$ cat src/rtl/arx_pkg.sv
package arx_pkg;
  localparam int WORD_W  = 32;
  localparam int HALF_W  = WORD_W / 2;
  localparam int LBL_POS = 8;   // word bit of the first filtered label bit
  localparam int CTL_W   = 2;
  typedef logic [WORD_W-1:0] word_t;
  typedef logic [HALF_W-1:0] half_t;
endpackage

$ cat src/rtl/arx_label_gate.sv
module arx_label_gate
  import arx_pkg::*;
(
  input  word_t              word,
  input  logic               dec_en,
  input  logic [CTL_W-1:0]   ctl,
  output logic               pass
);
  logic [CTL_W-1:0] lbl;
  assign lbl  = word[LBL_POS +: CTL_W];
  assign pass = !dec_en || (lbl == ctl);
endmodule

$ cat src/rtl/arx_word_slot.sv
module arx_word_slot
  import arx_pkg::*;
(
  input  logic clk,
  input  logic rst,
  input  logic take,
  input  word_t word_in,
  input  logic rd,
  input  logic half_sel,
  output word_t word_q,
  output logic ready
);
  logic [1:0] seen_q;
  logic [1:0] seen_nx;

  always_comb begin
    seen_nx = seen_q;
    seen_nx[half_sel] = 1'b1;
  end

  always_ff @(posedge clk) begin
    if (rst) begin
      word_q <= '0;
      ready  <= 1'b0;
      seen_q <= '0;
    end else if (take) begin
      word_q <= word_in;
      ready  <= 1'b1;
      seen_q <= '0;
    end else if (rd) begin
      if (&seen_nx) begin
        ready  <= 1'b0;
        seen_q <= '0;
      end else begin
        seen_q <= seen_nx;
      end
    end
  end
endmodule

$ cat src/rtl/arx_bus_mux.sv
module arx_bus_mux
  import arx_pkg::*;
#(
  parameter int NRX = 2
) (
  input  logic                  clk,
  input  logic                  rst,
  input  logic [NRX-1:0]        rd_en,
  input  logic                  half_sel,
  input  word_t [NRX-1:0]       words,
  output logic                  legal,
  output half_t                 bus_data,
  output logic                  bus_oe
);
  half_t pick;

  assign legal = (rd_en != '0) && ((rd_en & (rd_en - NRX'(1))) == '0);

  always_comb begin
    pick = '0;
    for (int i = 0; i < NRX; i++) begin
      if (rd_en[i])
        pick = half_sel ? words[i][WORD_W-1:HALF_W] : words[i][HALF_W-1:0];
    end
  end

  always_ff @(posedge clk) begin
    if (rst) begin
      bus_oe   <= 1'b0;
      bus_data <= '0;
    end else begin
      bus_oe   <= legal;
      bus_data <= legal ? pick : '0;
    end
  end
endmodule

$ cat src/rtl/arx_dual_readout.sv
module arx_dual_readout
  import arx_pkg::*;
#(
  parameter int NRX = 2
) (
  input  logic                    clk,
  input  logic                    rst,
  input  logic [NRX-1:0]          eos,
  input  logic [NRX*WORD_W-1:0]   word_in,
  input  logic [NRX-1:0]          dec_en,
  input  logic [NRX*CTL_W-1:0]    ctl_bits,
  input  logic [NRX-1:0]          rd_en,
  input  logic                    half_sel,
  output logic [NRX-1:0]          rdy_n,
  output logic [HALF_W-1:0]       bus_data,
  output logic                    bus_oe
);
  word_t [NRX-1:0] held;
  logic  [NRX-1:0] ready;
  logic            legal;

  for (genvar g = 0; g < NRX; g++) begin : g_rx
    logic pass;
    arx_label_gate u_gate (
      .word   (word_in[g*WORD_W +: WORD_W]),
      .dec_en (dec_en[g]),
      .ctl    (ctl_bits[g*CTL_W +: CTL_W]),
      .pass   (pass)
    );
    arx_word_slot u_slot (
      .clk      (clk),
      .rst      (rst),
      .take     (eos[g] && pass),
      .word_in  (word_in[g*WORD_W +: WORD_W]),
      .rd       (rd_en[g] && legal),
      .half_sel (half_sel),
      .word_q   (held[g]),
      .ready    (ready[g])
    );
  end

  arx_bus_mux #(.NRX(NRX)) u_mux (
    .clk      (clk),
    .rst      (rst),
    .rd_en    (rd_en),
    .half_sel (half_sel),
    .words    (held),
    .legal    (legal),
    .bus_data (bus_data),
    .bus_oe   (bus_oe)
  );

  assign rdy_n = ~ready;
endmodule

$ cat config.mk
export PLATFORM = sky130hd
export DESIGN_NAME = arx_dual_readout
export DESIGN_NICKNAME = d
export VERILOG_FILES = /design/src/rtl/arx_pkg.sv /design/src/rtl/arx_label_gate.sv /design/src/rtl/arx_word_slot.sv /design/src/rtl/arx_bus_mux.sv /design/src/rtl/arx_dual_readout.sv
export SDC_FILE = /design/constraint.sdc
export NUM_CORES = 1
export LEC_CHECK = 0
export ABC_AREA = 0
export BUFFER_PORTS_ARGS = -buffer_cell sky130_fd_sc_hd__buf_2
export CAP_MARGIN = 25
export CORE_UTILIZATION = 50
export DETAILED_ROUTE_END_ITERATION = 16
export PLACE_DENSITY = 0.76
export SLEW_MARGIN = 40
export SYNTH_ARGS = -nofsm -noshare
export SYNTH_HDL_FRONTEND = slang
export SYNTH_SLANG_ARGS = --single-unit
$ cat constraint.sdc
create_clock -name clk -period 2.49 [get_ports clk]
set_input_delay 0.249 -clock clk [delete_from_list [all_inputs] [get_ports clk]]
set_output_delay 0.249 -clock clk [all_outputs]
set_load 0.02 [all_outputs]
## Word level (Yosys, flattened, before mapping)

Cells that the tools add are included.

| storage, ports and cells | value |
|---|---|
| register bits | 87 |
| input port bits | 77 |
| output and inout port bits | 19 |

| operators by class | value |
|---|---|
| $add $sub $neg | 1 |
| order comparisons | 2 |
| equality and inequality tests | 2 |
| mux-type cells | 14 |
| bitwise logic cells | 5 |
| reduce and logical (&&, ||, !) cells | 23 |

Operator list:

| operator | count |
|---|---|
| 2-to-1 mux 16 bit | 4 |
| nonzero test 2 bit | 5 |
| AND reduction 2 bit | 4 |
| 2-to-1 mux 1 bit | 7 |
| logical AND 1 bit | 6 |
| OR reduction 2 bit | 3 |
| equality test 2 bit | 2 |
| 2-to-1 mux 2 bit | 2 |
| bitwise OR 2 bit | 2 |
| bitwise AND 2 bit | 1 |
| logical NOT 1 bit | 2 |
| logical NOT 2 bit | 1 |
| logical OR 1 bit | 2 |
| < comparator 1 x 2 -> 1 bit, second input constant | 1 |
| inverter 2 bit | 1 |
| subtractor 2 x 1 -> 2 bit, second input constant | 1 |
| demux 1 bit (select 1 bit) | 1 |
| >= comparator 1 bit, second input constant | 1 |
| inverter 1 bit | 1 |

## Logic depth before layout (Yosys ltp)

| depth | value |
|---|---|
| word-level depth | 9 |
| mapped depth | 7 |
| mapped depth without buffers | 6 |

## Hierarchy

From an unflattened synthesis, not the netlist that was laid out.

| unflattened totals | value |
|---|---|
| cell total of the unflattened synthesis | 323 |
| area, all modules | 3,483.3 um^2 |

Modules (own cells, without submodules):

| module | instances | cells each | area an instance (um^2) | seq. area each (um^2) |
|---|---|---|---|---|
| arx_word_slot | 2 | 117 | 1,275.0 | 700.7 |
| arx_bus_mux | 1 | 77 | 855.8 | 340.3 |
| arx_label_gate | 2 | 3 | 22.5 | 0.0 |
| arx_dual_readout | 1 | 6 | 32.5 | 0.0 |

## Worst setup path after synthesis

Ideal clock, no wire load.

| timing | value |
|---|---|
| path type | input-to-reg |
| start point | in rd_en[1] |
| end point | reg g_rx[0].u_slot.seen_q[0] |
| arrival time | 1.312 ns |
| data required time | 2.411 ns |
| setup slack | 1.099 ns |
| cell stages on the path | 7 |
| path buffers | 1 |
| path through | clkinv_1 -> clkbuf_1 -> ha_1 -> inv_1 -> nor3_1 -> a21oi_1 -> a211oi_2 |

| between the ends | value |
|---|---|
| cells in the longest elaborated chain, start to end | 5 |
| elaborated cells between the ends (all ways) | 6 |

Ends and longest elaborated chain:

| element | line | source |
|---|---|---|
| start: declaration | arx_dual_readout.sv:12 | `input logic [NRX-1:0] rd_en,` |
| subtractor 2 x 1 -> 2 bit | arx_bus_mux.sv:17 | `assign legal = (rd_en != '0) && ((rd_en & (rd_en - NRX'(1))) == '0);` |
| bitwise AND 2 bit | arx_bus_mux.sv:17 |  |
| logical NOT 2 bit | arx_bus_mux.sv:17 |  |
| logical AND 1 bit (*) | arx_bus_mux.sv:17 |  |
| logical AND 1 bit (*) | arx_dual_readout.sv:35 | `.rd (rd_en[g] && legal),` |
| via g_rx[0].u_slot.rd | arx_word_slot.sv:8 | `input logic rd,` |
| end signal: assignment | arx_word_slot.sv:35 | `seen_q <= seen_nx;` |
| end: declaration | arx_word_slot.sv:13 | `logic [1:0] seen_q;` |

The timed path passes the listed nets; every way through them passes the cells marked *.
A chain may end at the register's enable or synchronous reset.

## Worst setup path after layout

| timing | value |
|---|---|
| start point | in word_in[41] |
| end point | reg g_rx[1].u_slot.seen_q[0] |

| between the ends | value |
|---|---|
| cells in the longest elaborated chain, start to end | 4 |

Ends and longest elaborated chain:

| element | line | source |
|---|---|---|
| start: declaration | arx_dual_readout.sv:9 | `input logic [NRX*WORD_W-1:0] word_in,` |
| equality test 2 bit | arx_label_gate.sv:11 | `assign pass = !dec_en \|\| (lbl == ctl);` |
| logical OR 1 bit | arx_label_gate.sv:11 |  |
| logical AND 1 bit | arx_dual_readout.sv:33 | `.take (eos[g] && pass),` |
| OR reduction 2 bit (no line) | n/a |  |
| end signal: assignment | arx_word_slot.sv:35 |  |
| end: declaration | arx_word_slot.sv:13 |  |

Every way passes these cells.

==> impl_metrics.yaml <==
detailed_routing:
  drt_iter0_drc: 174
  m1WireLength_um: 4290
  vias: 3459
  wl_met2_um: 4270
  first_pass_iters: 5
  ant_nets: 0
  met3_length_um: 519
  routed.top_layer: "met4"
  avgViaCountPerCell: 5.61
  wirelength_um: 9200
  route.detailed.drc: 0
  post_drt_wl_per_cell_um: 14.9
logic_synthesis:
  syn_area_sq_mm: 0.00378
  ys_ff_latch: 87
  synth_cell_types: 31
  synth_nets: 520
  yosys_warnings: 0
  syn_inst: 441
  avgSynthCellArea_sq_um: 8.58
  ys_seq_area_frac: 0.460
setup_path:
  rr_worst_depth: 3
  crit_arrival_ns: 1.57
  r2r_slack_ns: 1.55
  critPathRequiredTime_ns: 2.70
  crit_fanout: 32
  start_kind: "input port"
  endpoint_kind: "flip-flop"
  rr_endpoint: "u_mux.bus_data[9]"
  setup.worst_path.class: "in2reg"
  r2r_start: "g_rx[0].u_slot.word_q[9]"
min_path:
  worstHoldStart: "word_in[59]"
  hold_depth: 3
  hold_end: "g_rx[1].u_slot.word_q[27]"
  hp-class: "in2reg"
outcome:
  status: "finished, final reports clean"
die:
  rows: 31
  die_h_um: 89.0
  initial_utilization: 0.519
  die_width_um: 89.0
  io_pins: 96
  core_area_sq_mm: 0.00729
  die_area_sq_mm: 0.00792
grt:
  grt_max_degree: 71
  grt_pass1_vias: 3101
  track_usage: 0.240
  gr-total-overflow: 0
  antenna_found_initial: 0
  grt_pass1_wl_um: 14500
clock_network:
  cts-resized-gates: 0
  cts.clk_slew.worst_paths_ns: 0.09
  cts_hold_buf: 0
  postCtsSetupRepairBufs: 0
  root_buffer: "clkbuf_8"
  cts_max_path_buffers: 2
  htree_levels: 3
  cts_buffers: 9
  cts_sinks: 87
  clk_latency_ns: 0.35
  cts_tree: "built"
placed_design:
  port_buffers: 95
  hpwl_um: 6320
  gp_congestion: 0.805
sta:
  setup_viol: 0
  max_slew.worst_pin.slew_ns: 0.818
  setup_tns_ns: 0
  post-route-period-util: 0.547
  fin_skew_ns: 0.0105
  slew_headroom: 0.454
  rsz0062_at_grt: "false"
  max_freq_mhz: 734
  period_needed_ns: 1.36
  final-hold-violation-count: 0
  slew_violations: 0
layout:
  drive_gt1_frac: 0.232
  area_growth_pct: 17.6
  fin_util: 0.610
  fill_cells: 696
  nets: 592
  n_antenna_cell: 0
job:
  maxCapViolations: 0
power:
  p_leak_nw: 1.83
  p_per_area_mw_per_mm2: 643
  ir_worst_vdd_v: 0.000353
==> worst max path at each step <==
| stage | startpoint | endpoint | depth (start not counted) |
|---|---|---|---|
| detailed placement | word_in[41] | g_rx[1].u_slot.seen_q[0] | 5 |
| CTS | word_in[41] | g_rx[1].u_slot.seen_q[0] | 5 |
| global placement | word_in[41] | g_rx[1].u_slot.seen_q[0] | 5 |
| floorplan | rd_en[1] | g_rx[0].u_slot.seen_q[0] | 7 |
| finish | word_in[41] | g_rx[1].u_slot.seen_q[0] | 5 |
| global route | word_in[41] | g_rx[1].u_slot.word_q[11] | 5 |
==> Yosys cell counts, drive strengths merged <==
library cell,number,share of area
nor2b,2,0.0033
mux2i,34,0.090
clkbuf,20,0.020
o21ai,66,0.087
a221oi,2,0.0046
and2,16,0.026
dfxtp,87,0.46
nand2b,2,0.0033
clkinv,1,0.00099
nand3,60,0.079
nor2,1,0.00099
ha,2,0.0066
nor3,2,0.0026
o22ai,16,0.026
a211oi,1,0.0033
a21boi,2,0.0040
a32o,4,0.011
nand2,13,0.013
buf,22,0.033
nand3b,2,0.0040
a31oi,4,0.0066
xnor2,4,0.0093
inv,7,0.0069
nor3b,1,0.0020
a21bo,2,0.0053
a21oi,68,0.090
==> registers in the layout, summed over array words and instances, names as in the netlist <==
signal,count
g_rx.u_slot.word_q,64
g_rx.u_slot.ready,2
u_mux.bus_data,16
u_mux.bus_oe,1
g_rx.u_slot.seen_q,4
==> critical path: stages <==
cell and delay (ns):
buf_2 0.12, xnor2_1 0.32, a21bo_2 0.58, nand2_1 0.13, nor3b_1 0.16
==> final cells by class <==
cell class / instances / area [sq um] / share of cell area
clock inverter: 2 / 12.5 / 0.00281
inverter: 8 / 30.0 / 0.00675
tap: 99 / 124 / 0.0278
multi-input combinational: 304 / 1810 / 0.407
clock buffer: 14 / 183 / 0.0410
timing repair buffer: 103 / 548 / 0.123
sequential: 87 / 1740 / 0.391
==> power by group <==
| part | internal [mW] | total, mW | switching (mW) |
|---|---|---|---|
| Clock | 0.471 | 0.937 | 0.466 |
| Sequential | 1.47 | 1.50 | 0.0380 |
| Combinational | 0.169 | 0.421 | 0.252 |
| Total | 2.11 | 2.86 | 0.756 |
==> per-layer routing <==
metal  up-vias  global-route usage
met4         0              0.0981
met1      1594               0.337
met5         -                   0
li1       1728                   -
met2       126               0.371
met3        11              0.0379
==> cells in the final DEF, fill, tap and decap left out, types with 4 or more instances in the layout <==
cell type,n
nand3_1,60
mux2i_1,34
buf_4,7
inv_1,7
o21ai_0,45
nand2_1,13
o21ai_1,21
and2_1,16
buf_2,95
a32o_1,4
a31oi_1,4
clkbuf_8,13
xnor2_1,4
a21oi_1,68
dfxtp_1,87
o22ai_1,16
==> metrics by stage <==
step / cell area, sq um / cells / total power, mW / hold WS [ns] / setup slack, ns
6_report: 4450 / 617 / 2.86 / 0.136 / 1.13
5_1_grt: 4450 / 617 / 3.01 / 0.138 / 0.975
4_1_cts: 4450 / 617 / 2.88 / 0.126 / 1.16
3_5_place_dp: 4260 / 601 / 1.95 / 0.468 / 0.792
3_3_place_gp: 4260 / 601 / 1.94 / 0.460 / 0.853
2_1_floorplan: 3780 / 441 / 1.82 / 0.397 / 1.10
==> cells by family after synthesis <==
logic type,count (synthesis),synth area share
and+or+nand+nor,99,0.135
AOI/OAI and AO/OA,165,0.238
DFF,87,0.460
buffers and inverters,50,0.0608
adders and majority gates,2,0.00661
muxes,34,0.0899
xor gates and xnor gates,4,0.00926
No activity file was read; power rests on OpenSTA's default activity.
